**config.mk**
```make
export PLATFORM = sky130hd
export DESIGN_NAME = qsine_dds
export DESIGN_NICKNAME = d
export VERILOG_FILES = /design/src/rtl/qsine_pkg.sv /design/src/rtl/qsine_phase_acc.sv /design/src/rtl/qsine_quarter_rom.sv /design/src/rtl/qsine_dds.sv
export SDC_FILE = /design/constraint.sdc
export NUM_CORES = 1
export LEC_CHECK = 0
export CAP_MARGIN = 10
export CORE_UTILIZATION = 60
export DETAILED_ROUTE_END_ITERATION = 7
export PLACE_DENSITY = 0.9
export SYNTH_ARGS = -nofsm -noshare
export SYNTH_HDL_FRONTEND = slang
export SYNTH_HIERARCHICAL = 1
export SYNTH_SLANG_ARGS = --single-unit
```
**constraint.sdc**
```tcl
create_clock -name clk -period 4.3 [get_ports clk]
set_input_delay 0.645 -clock clk [delete_from_list [all_inputs] [get_ports clk]]
set_output_delay 0.645 -clock clk [all_outputs]
set_load 0.005 [all_outputs]
```
**src/rtl/qsine_pkg.sv**
```systemverilog
package qsine_pkg;

   localparam real QS_PI = 3.14159265358979;

   // Rounded quarter-period sine magnitude for table slot idx.
   // The half-slot offset makes the reflected address land on a
   // symmetric value.
   function automatic int quarter_sine(input int idx, input int addr_w, input int mag_w);
      real amp;
      real ang;
      amp = real'((1 << mag_w) - 1);
      ang = QS_PI * (real'(idx) + 0.5) / real'(2 * (1 << addr_w));
      return $rtoi(amp * $sin(ang) + 0.5);
   endfunction

endpackage

```
**src/rtl/qsine_phase_acc.sv**
```systemverilog
module qsine_phase_acc #(
   parameter int PHASE_W = 32
) (
   input  logic               clk,
   input  logic               rst,
   input  logic               en,
   input  logic [PHASE_W-1:0] step,
   output logic [PHASE_W-1:0] phase
);

   always_ff @(posedge clk) begin
      if (rst)
         phase <= '0;
      else if (en)
         phase <= phase + step;
   end

   AST_PHASE_HOLD: assert property (@(posedge clk) disable iff (rst)
      !en |=> $stable(phase));

   AST_PHASE_MOVES: assert property (@(posedge clk) disable iff (rst)
      (en && step != '0) |=> phase != $past(phase));

endmodule

```
**src/rtl/qsine_quarter_rom.sv**
```systemverilog
module qsine_quarter_rom #(
   parameter int ADDR_W = 8,
   parameter int MAG_W  = 7
) (
   input  logic              clk,
   input  logic              rst,
   input  logic              en,
   input  logic [ADDR_W+1:0] phase_hi,
   output logic [MAG_W:0]    sample
);

   localparam int DEPTH = 1 << ADDR_W;
   localparam int OUT_W = MAG_W + 1;

   logic [MAG_W-1:0] mag_tab [DEPTH];

   for (genvar g = 0; g < DEPTH; g++) begin : g_tab
      localparam logic [MAG_W-1:0] ENTRY = MAG_W'(qsine_pkg::quarter_sine(g, ADDR_W, MAG_W));
      assign mag_tab[g] = ENTRY;
   end

   logic              neg_half;
   logic              reflect;
   logic [ADDR_W-1:0] idx;
   logic [ADDR_W-1:0] addr;
   logic [MAG_W-1:0]  mag;
   logic [OUT_W-1:0]  pos_val;
   logic [OUT_W-1:0]  signed_val;

   always_comb begin
      neg_half   = phase_hi[ADDR_W+1];
      reflect    = phase_hi[ADDR_W];
      idx        = phase_hi[ADDR_W-1:0];
      addr       = reflect ? ~idx : idx;
      mag        = mag_tab[addr];
      pos_val    = {1'b0, mag};
      signed_val = neg_half ? (~pos_val + 1'b1) : pos_val;
   end

   always_ff @(posedge clk) begin
      if (rst)
         sample <= '0;
      else if (en)
         sample <= signed_val;
   end

   AST_NO_OVERFLOW: assert property (@(posedge clk) disable iff (rst)
      sample != {1'b1, {MAG_W{1'b0}}});

   AST_SAMPLE_HOLD: assert property (@(posedge clk) disable iff (rst)
      !en |=> $stable(sample));

endmodule

```
**src/rtl/qsine_dds.sv**
```systemverilog
module qsine_dds #(
   parameter int PHASE_W = 32,
   parameter int ADDR_W  = 8,
   parameter int MAG_W   = 7
) (
   input  logic               clk,
   input  logic               rst,
   input  logic               clk_en,
   input  logic [PHASE_W-1:0] tune_word,
   output logic               m_axis_tvalid,
   output logic [MAG_W:0]     m_axis_tdata,
   input  logic               m_axis_tready
);

   localparam int HI_W = ADDR_W + 2;

   if (PHASE_W < HI_W) begin : g_bad_phase
      $error("qsine_dds: PHASE_W must cover ADDR_W plus two quadrant bits");
   end
   if (ADDR_W < 2 || ADDR_W > 12) begin : g_bad_addr
      $error("qsine_dds: ADDR_W out of supported range");
   end
   if (MAG_W < 2 || MAG_W > 24) begin : g_bad_mag
      $error("qsine_dds: MAG_W out of supported range");
   end

   logic [PHASE_W-1:0] phase;
   logic               valid_q;

   qsine_phase_acc #(.PHASE_W(PHASE_W)) i_acc (
      .clk   (clk),
      .rst   (rst),
      .en    (clk_en),
      .step  (tune_word),
      .phase (phase)
   );

   qsine_quarter_rom #(.ADDR_W(ADDR_W), .MAG_W(MAG_W)) i_rom (
      .clk      (clk),
      .rst      (rst),
      .en       (clk_en),
      .phase_hi (phase[PHASE_W-1 -: HI_W]),
      .sample   (m_axis_tdata)
   );

   always_ff @(posedge clk) begin
      if (rst)
         valid_q <= 1'b0;
      else
         valid_q <= clk_en;
   end

   assign m_axis_tvalid = valid_q;

   AST_VALID_ON_EN: assert property (@(posedge clk) disable iff (rst)
      clk_en |=> m_axis_tvalid);

   AST_NO_STALL: assert property (@(posedge clk) disable iff (rst)
      (clk_en && !m_axis_tready) |=> m_axis_tvalid);

   AST_NEG_HALF: assert property (@(posedge clk) disable iff (rst)
      (clk_en && phase[PHASE_W-1]) |=> !(|m_axis_tdata) || m_axis_tdata[MAG_W]);

   AST_POS_HALF: assert property (@(posedge clk) disable iff (rst)
      (clk_en && !phase[PHASE_W-1]) |=> !m_axis_tdata[MAG_W]);

endmodule

```
[After elaboration in Yosys (flattened, before gate mapping)]
Memory sizes are Yosys's and may differ from the RTL's.
Index checks and enable logic that the tools add are counted.
Operators by class
  add/subtract/negate cells: 2
  magnitude comparators: 1
  mux-type cells: 4
  bitwise operators: 3
Operator list (count)
  adder 32 bit: 1
  two-way mux 8 bit: 2
  two-way mux 7 bit: 2
  >= comparator 9 bit (second input constant): 1
  inverter 8 -> 9 bit: 1
  adder 8 x 1 -> 8 bit (second input constant): 1
  inverter 7 -> 8 bit: 1
  inverter 8 bit: 1
Storage, ports and cells
  register bits after elaboration: 41
  bits in read-only memories: 1792
  bits of input ports: 36
  output and inout port bits: 9
  word-level logic and storage cells: 14
  memories: 1
Memory list
  (no name shown): words 256, bits a word 7, rd ports 1, clocked after Yosys merged registers in 0, wr ports 0, RTL line qsine_quarter_rom.sv:35  | mag = mag_tab[addr];

[Longest topological paths before layout]
  depth after elaboration: 9
  mapped depth: 19
  depth with buffers taken out: 14

[Modules after synthesis]
Netlist, hierarchy kept.
Modules (own cells, without submodules)
  qsine_quarter_rom: times used 1, cells each 496, area each 3265.6 µm², sequential area each 160.2 µm²
  qsine_phase_acc: times used 1, cells each 336, area each 2795.2 µm², sequential area each 640.6 µm²
  qsine_dds: times used 1, cells each 2, area each 33.8 µm², sequential area each 20.0 µm²

[Worst setup path after synthesis]
OpenSTA, ideal clock, no wires.
  kind: flip-flop to flip-flop
  start: reg i_acc.phase[30]
  end: reg i_rom.sample[4]
  library setup time: 0.091 ns
  arrival: 3.458 ns
  required time: 4.209 ns
  path slack: 0.751 ns
  stages on the path, launching flop included: 18
  buffers on the path: 4
  clock period less this slack: 3.549 ns
  path through: dfxtp_1 -> buf_6 -> buf_8 -> buf_6 -> buf_2 -> xor2_1 -> inv_1 -> ha_1 -> inv_1 -> o21ai_0 -> a31oi_1 -> a221oi_1 -> nor4_1 -> a211oi_4 -> ha_1 -> nand3_1 -> nand3_1 -> a311oi_1
On the way
  longest elaborated chain between the ends: 8
RTL lines
  start: declaration: RTL line qsine_phase_acc.sv:8  | output logic [PHASE_W-1:0] phase
  start signal: assignment: RTL line qsine_phase_acc.sv:15  | phase <= phase + step;
  two-way mux 8 bit (*): RTL line qsine_quarter_rom.sv:34  | addr = reflect ? ~idx : idx;
  inverter 8 -> 9 bit (not written as such) (*): RTL line qsine_quarter_rom.sv:35
  memory (256 x 7 bit) (*)
  two-way mux 7 bit (not written as such) (*) (2 in series): RTL line qsine_quarter_rom.sv:35
  inverter 7 -> 8 bit: RTL line qsine_quarter_rom.sv:37  | signed_val = neg_half ? (~pos_val + 1'b1) : pos_val;
  adder 8 x 1 -> 8 bit: RTL line qsine_quarter_rom.sv:37
  two-way mux 8 bit (*): RTL line qsine_quarter_rom.sv:37
  end signal: assignment: RTL line qsine_quarter_rom.sv:44  | sample <= signed_val;
  end: declaration: RTL line qsine_quarter_rom.sv:9  | output logic [MAG_W:0] sample
Every way passes the cells marked *; elsewhere a longest branch is shown, timed or not. The select of a mux whose other input is x is not followed.
A chain may end at the register's enable or synchronous reset.

[Worst setup path after layout]
  start: reg i_acc.phase[30]
  end: reg i_rom.sample[2]
Same word-level chain as after synthesis.

==> summary.md <==
| Metric | Value |
|---|---|
| Max-Cap Viols | 0 |
| Worst setup EP type | flip-flop |
| GRT met2 Usage | 50.92% |
| Max-slew violations | 0 |
| Diode count | 0 |
| Worst slew pin tran | between 900 and 1000 ps |
| Pin count of the biggest net entering global routing | 76 |
| Setup TNS | 0 ps |
| Syn Inst Count | between 800 and 900 |
| Starting Density | between 60 and 70% |
| Met1 Use GR | 46.72% |
| Clk Latency, worst-skew pair | 300 ps |
| Fmax | 261.2 MHz |
| Clock sink count | 41 |
| ANT nets after route | 0 |
| Buffers on Ports | 43 |
| GR Overflow Total | 0 |
| Multi-input logic area | 0.004768 mm² |
| Outcome | finished clean |
| Storage element area | ~820 µm² |
| Worst r2r path cells | 13 |
| Clk_skew | around 7.0 ps |
| Cell Area, Placed | about 0.0064 mm² |
| GP Congestion | between 1 and 1.5 |
| Hold Vio Cnt, Final | 0 |
| Fin area | 0.006472 mm² |
| Fraction of registers with async set/reset | 0% |
| Synthesized area per cell | 7.308 µm² |
| Routed length per instance | 17.81 µm |
| Ys Warns | 6 |
| Post-synth top area share | 13.47% |
| Met3 GRT Util | 5.356% |
| Clk slew on worst S/H paths | roughly 80 ps |
| Largest area contributor in the netlist | dfxtp_1 |
| Pwr Density | 453.6 mW/mm² |
| Sequential-to-total area share from yosys stat | 13.47% |
| Worst EP required | 4460 ps |
| Synth cell count leaders | 89 x nor2_1, 75 x a21oi_1, 69 x nand2_1 |
| Fraction of layout cells with a size suffix above 1 | 8.503% |
| Worst-path fanout max | 11 |
| Reg-to-reg critical path startpoint | i_acc/phase[30]$_SDFFE_PP0P_ |
| Max H-tree Level | 2 |
| VDD IR max | 0.2964 mV |
| Setup Buffers After CTS | 0 |
| Hold path endpoint | i_rom/sample[5]$_SDFFE_PP0P_ |
| Area grow syn2layout | 6.200% |
| Total track usage | roughly a third |
| Synthesized cell area | 0.006095 mm² |
| Leak | 0.002611 µW |
| Filler instances | approximately 870 |
| Placed wire-length estimate | 12540 µm |
| Crit path DAT | 3990 ps |
| Cts repair resizes | 0 |
| First-pass GRT wire length | about 28000 µm |
| First-pass DRT Iterations | 6 |
| Core Footprint | 0.009819 mm² |
| Crit Path Category | flip-flop to flip-flop |
| Vias after detailed routing | 6550 |
| Row cnt | 36 |
| Reg2reg end | i_rom/sample[2]$_SDFFE_PP0P_ |
| Hold Path Stages | 2 |
| Die X | 102.8 µm |
| RSZ-0062 raised after global routing | no |
| Tmin final | 3828 ps |
| GRT busiest layer | met2 |
| Hold Crit Class | flip-flop to flip-flop |
| Iter 0 DRT Violations | 738 |
| Via density per instance | 6.767 |
| Clk root buf | clkbuf_8 |
| IO Count | 45 |
| Die area | 0.01056 mm² |
| Hold_buf cts | 0 |
| Die Y | 102.8 µm |
| Max-slew headroom | between 30% and 40% |
| Most common cell in the netlist | nor2_1 |
| CTS tree | built |
| Vias in the first global route | between 5000 and 6000 |
| Yosys cell types | roughly 100 |
| Main area contributors after synthesis | dfxtp_1 13%, ha_1 8.2%, a21oi_1 6.2% |
| Initial antenna violation count | 0 |
| Reg-to-reg slack, setup | about 470 ps |
| DRC | 0 |
| Cts bufs inserted | 5 |
| Post-synth EDFFs | 0 |
| # setup viols final | 0 |
| Detailed Route WL | 17240 µm |
| CTS Buffer Depth | 2 |
| Number of synthesized register bits | 41 |
| Startpoint Class | flip-flop |
| Syn nets | 911 |
| Hold Path Origin | i_rom/sample[5]$_SDFFE_PP0P_ |
| Main synth FF type | dfxtp_1 |
| Final period util | 89.02% |
| Fin nets | 912 |
metal layers:
layer  part of all wire [%]  vias up  wire length [µm]
met2                     44      423              7624
met1                     41     2940              7067
li1                       -     3107                 -
met4                    3.9        0               668
met5                      0        -                 0
met3                     11       80              1876
placed cells by master, fill, tap and decap left out, types with 6 or more instances in the layout:
cell,instances
buf_4,11
a21o_1,25
mux2i_1,30
clkdlybuf4s50_1,41
o21bai_1,8
dfxtp_1,38
nand2b_1,28
a22oi_1,7
nand2_1,69
inv_1,14
nand4_1,6
a31oi_1,10
nor2b_1,19
xnor2_1,19
o211ai_1,9
nand3_1,23
nor2_1,89
o21ai_0,44
o22ai_1,19
xor2_1,13
a21oi_1,75
nor3_1,11
ha_1,40
o221ai_1,8
a211oi_1,11
o21ai_1,10
worst max-delay path, cell delays in order (launching register included):
cell and delay (ps):
dfxtp_2 420, xor2_1 430, ha_1 510, nand2b_1 330, o21ai_0 140, a31oi_1 320, a221oi_1 150, nor4_1 520
a211oi_4 130, ha_1 240, nor2b_1 140, xnor2_1 110, mux2i_1 190, nor2_1 60
worst max-delay path by stage:
stage,start,end,cells after the start,slack [ps]
global placement,i_acc/phase[30]$_SDFFE_PP0P_,i_rom/sample[4]$_SDFFE_PP0P_,12,700
finish,i_acc/phase[30]$_SDFFE_PP0P_,i_rom/sample[2]$_SDFFE_PP0P_,13,470
CTS,i_acc/phase[30]$_SDFFE_PP0P_,i_rom/sample[2]$_SDFFE_PP0P_,13,550
global route,i_acc/phase[30]$_SDFFE_PP0P_,i_rom/sample[2]$_SDFFE_PP0P_,13,220
floorplan,i_acc/phase[30]$_SDFFE_PP0P_,i_rom/sample[4]$_SDFFE_PP0P_,17,750
detailed placement,i_acc/phase[30]$_SDFFE_PP0P_,i_rom/sample[2]$_SDFFE_PP0P_,13,580
layout make-up:
class / instances / share of cell area (%)
Multi-Input combinational cell: 714 / 73.67
Sequential cell: 41 / 12.74
Timing Repair Buffer: 56 / 8.390
Tap cell: 133 / 2.571
Clock buffer: 5 / 1.063
Inverter: 17 / 1.025
Clock inverter: 2 / 0.5413
sequential cells by signal, summed over array words and instances, names as in the netlist:
signal	cells
i_rom/sample	8
m_axis_tvalid	1
i_acc/phase	32
report_power, final:
part / switching, µW / internal [µW]
clock network: 143 / 169
logic: 1210 / 832
registers: 125 / 456
total: 1480 / 1460
stage by stage:
step | utilization [%] | setup slack (ps) | std cells | hold slack [ps] | total power (µW)
2_1_floorplan | - | 751.4 | 834 | 443.9 | 2130
3_3_place_gp | 64.86 | 702.7 | 961 | 464.9 | 2506
3_5_place_dp | 64.86 | 577.7 | 961 | 479.0 | 2541
4_1_cts | 65.91 | 547.0 | 968 | 489.2 | 2868
5_1_grt | 65.91 | 218.2 | 968 | 511.8 | 3137
6_report | 65.91 | 472.0 | 968 | 490.0 | 2936
cell families after synthesis:
group / Yosys count / share of synthesized area, %
compound gates: 306 / 34.41
simple gates: 301 / 24.96
buf+inv: 79 / 8.294
fa+ha+maj: 41 / 8.540
flops: 41 / 13.47
mux: 34 / 5.728
xor+xnor: 32 / 4.599
Power figures use the tool's default switching activity.
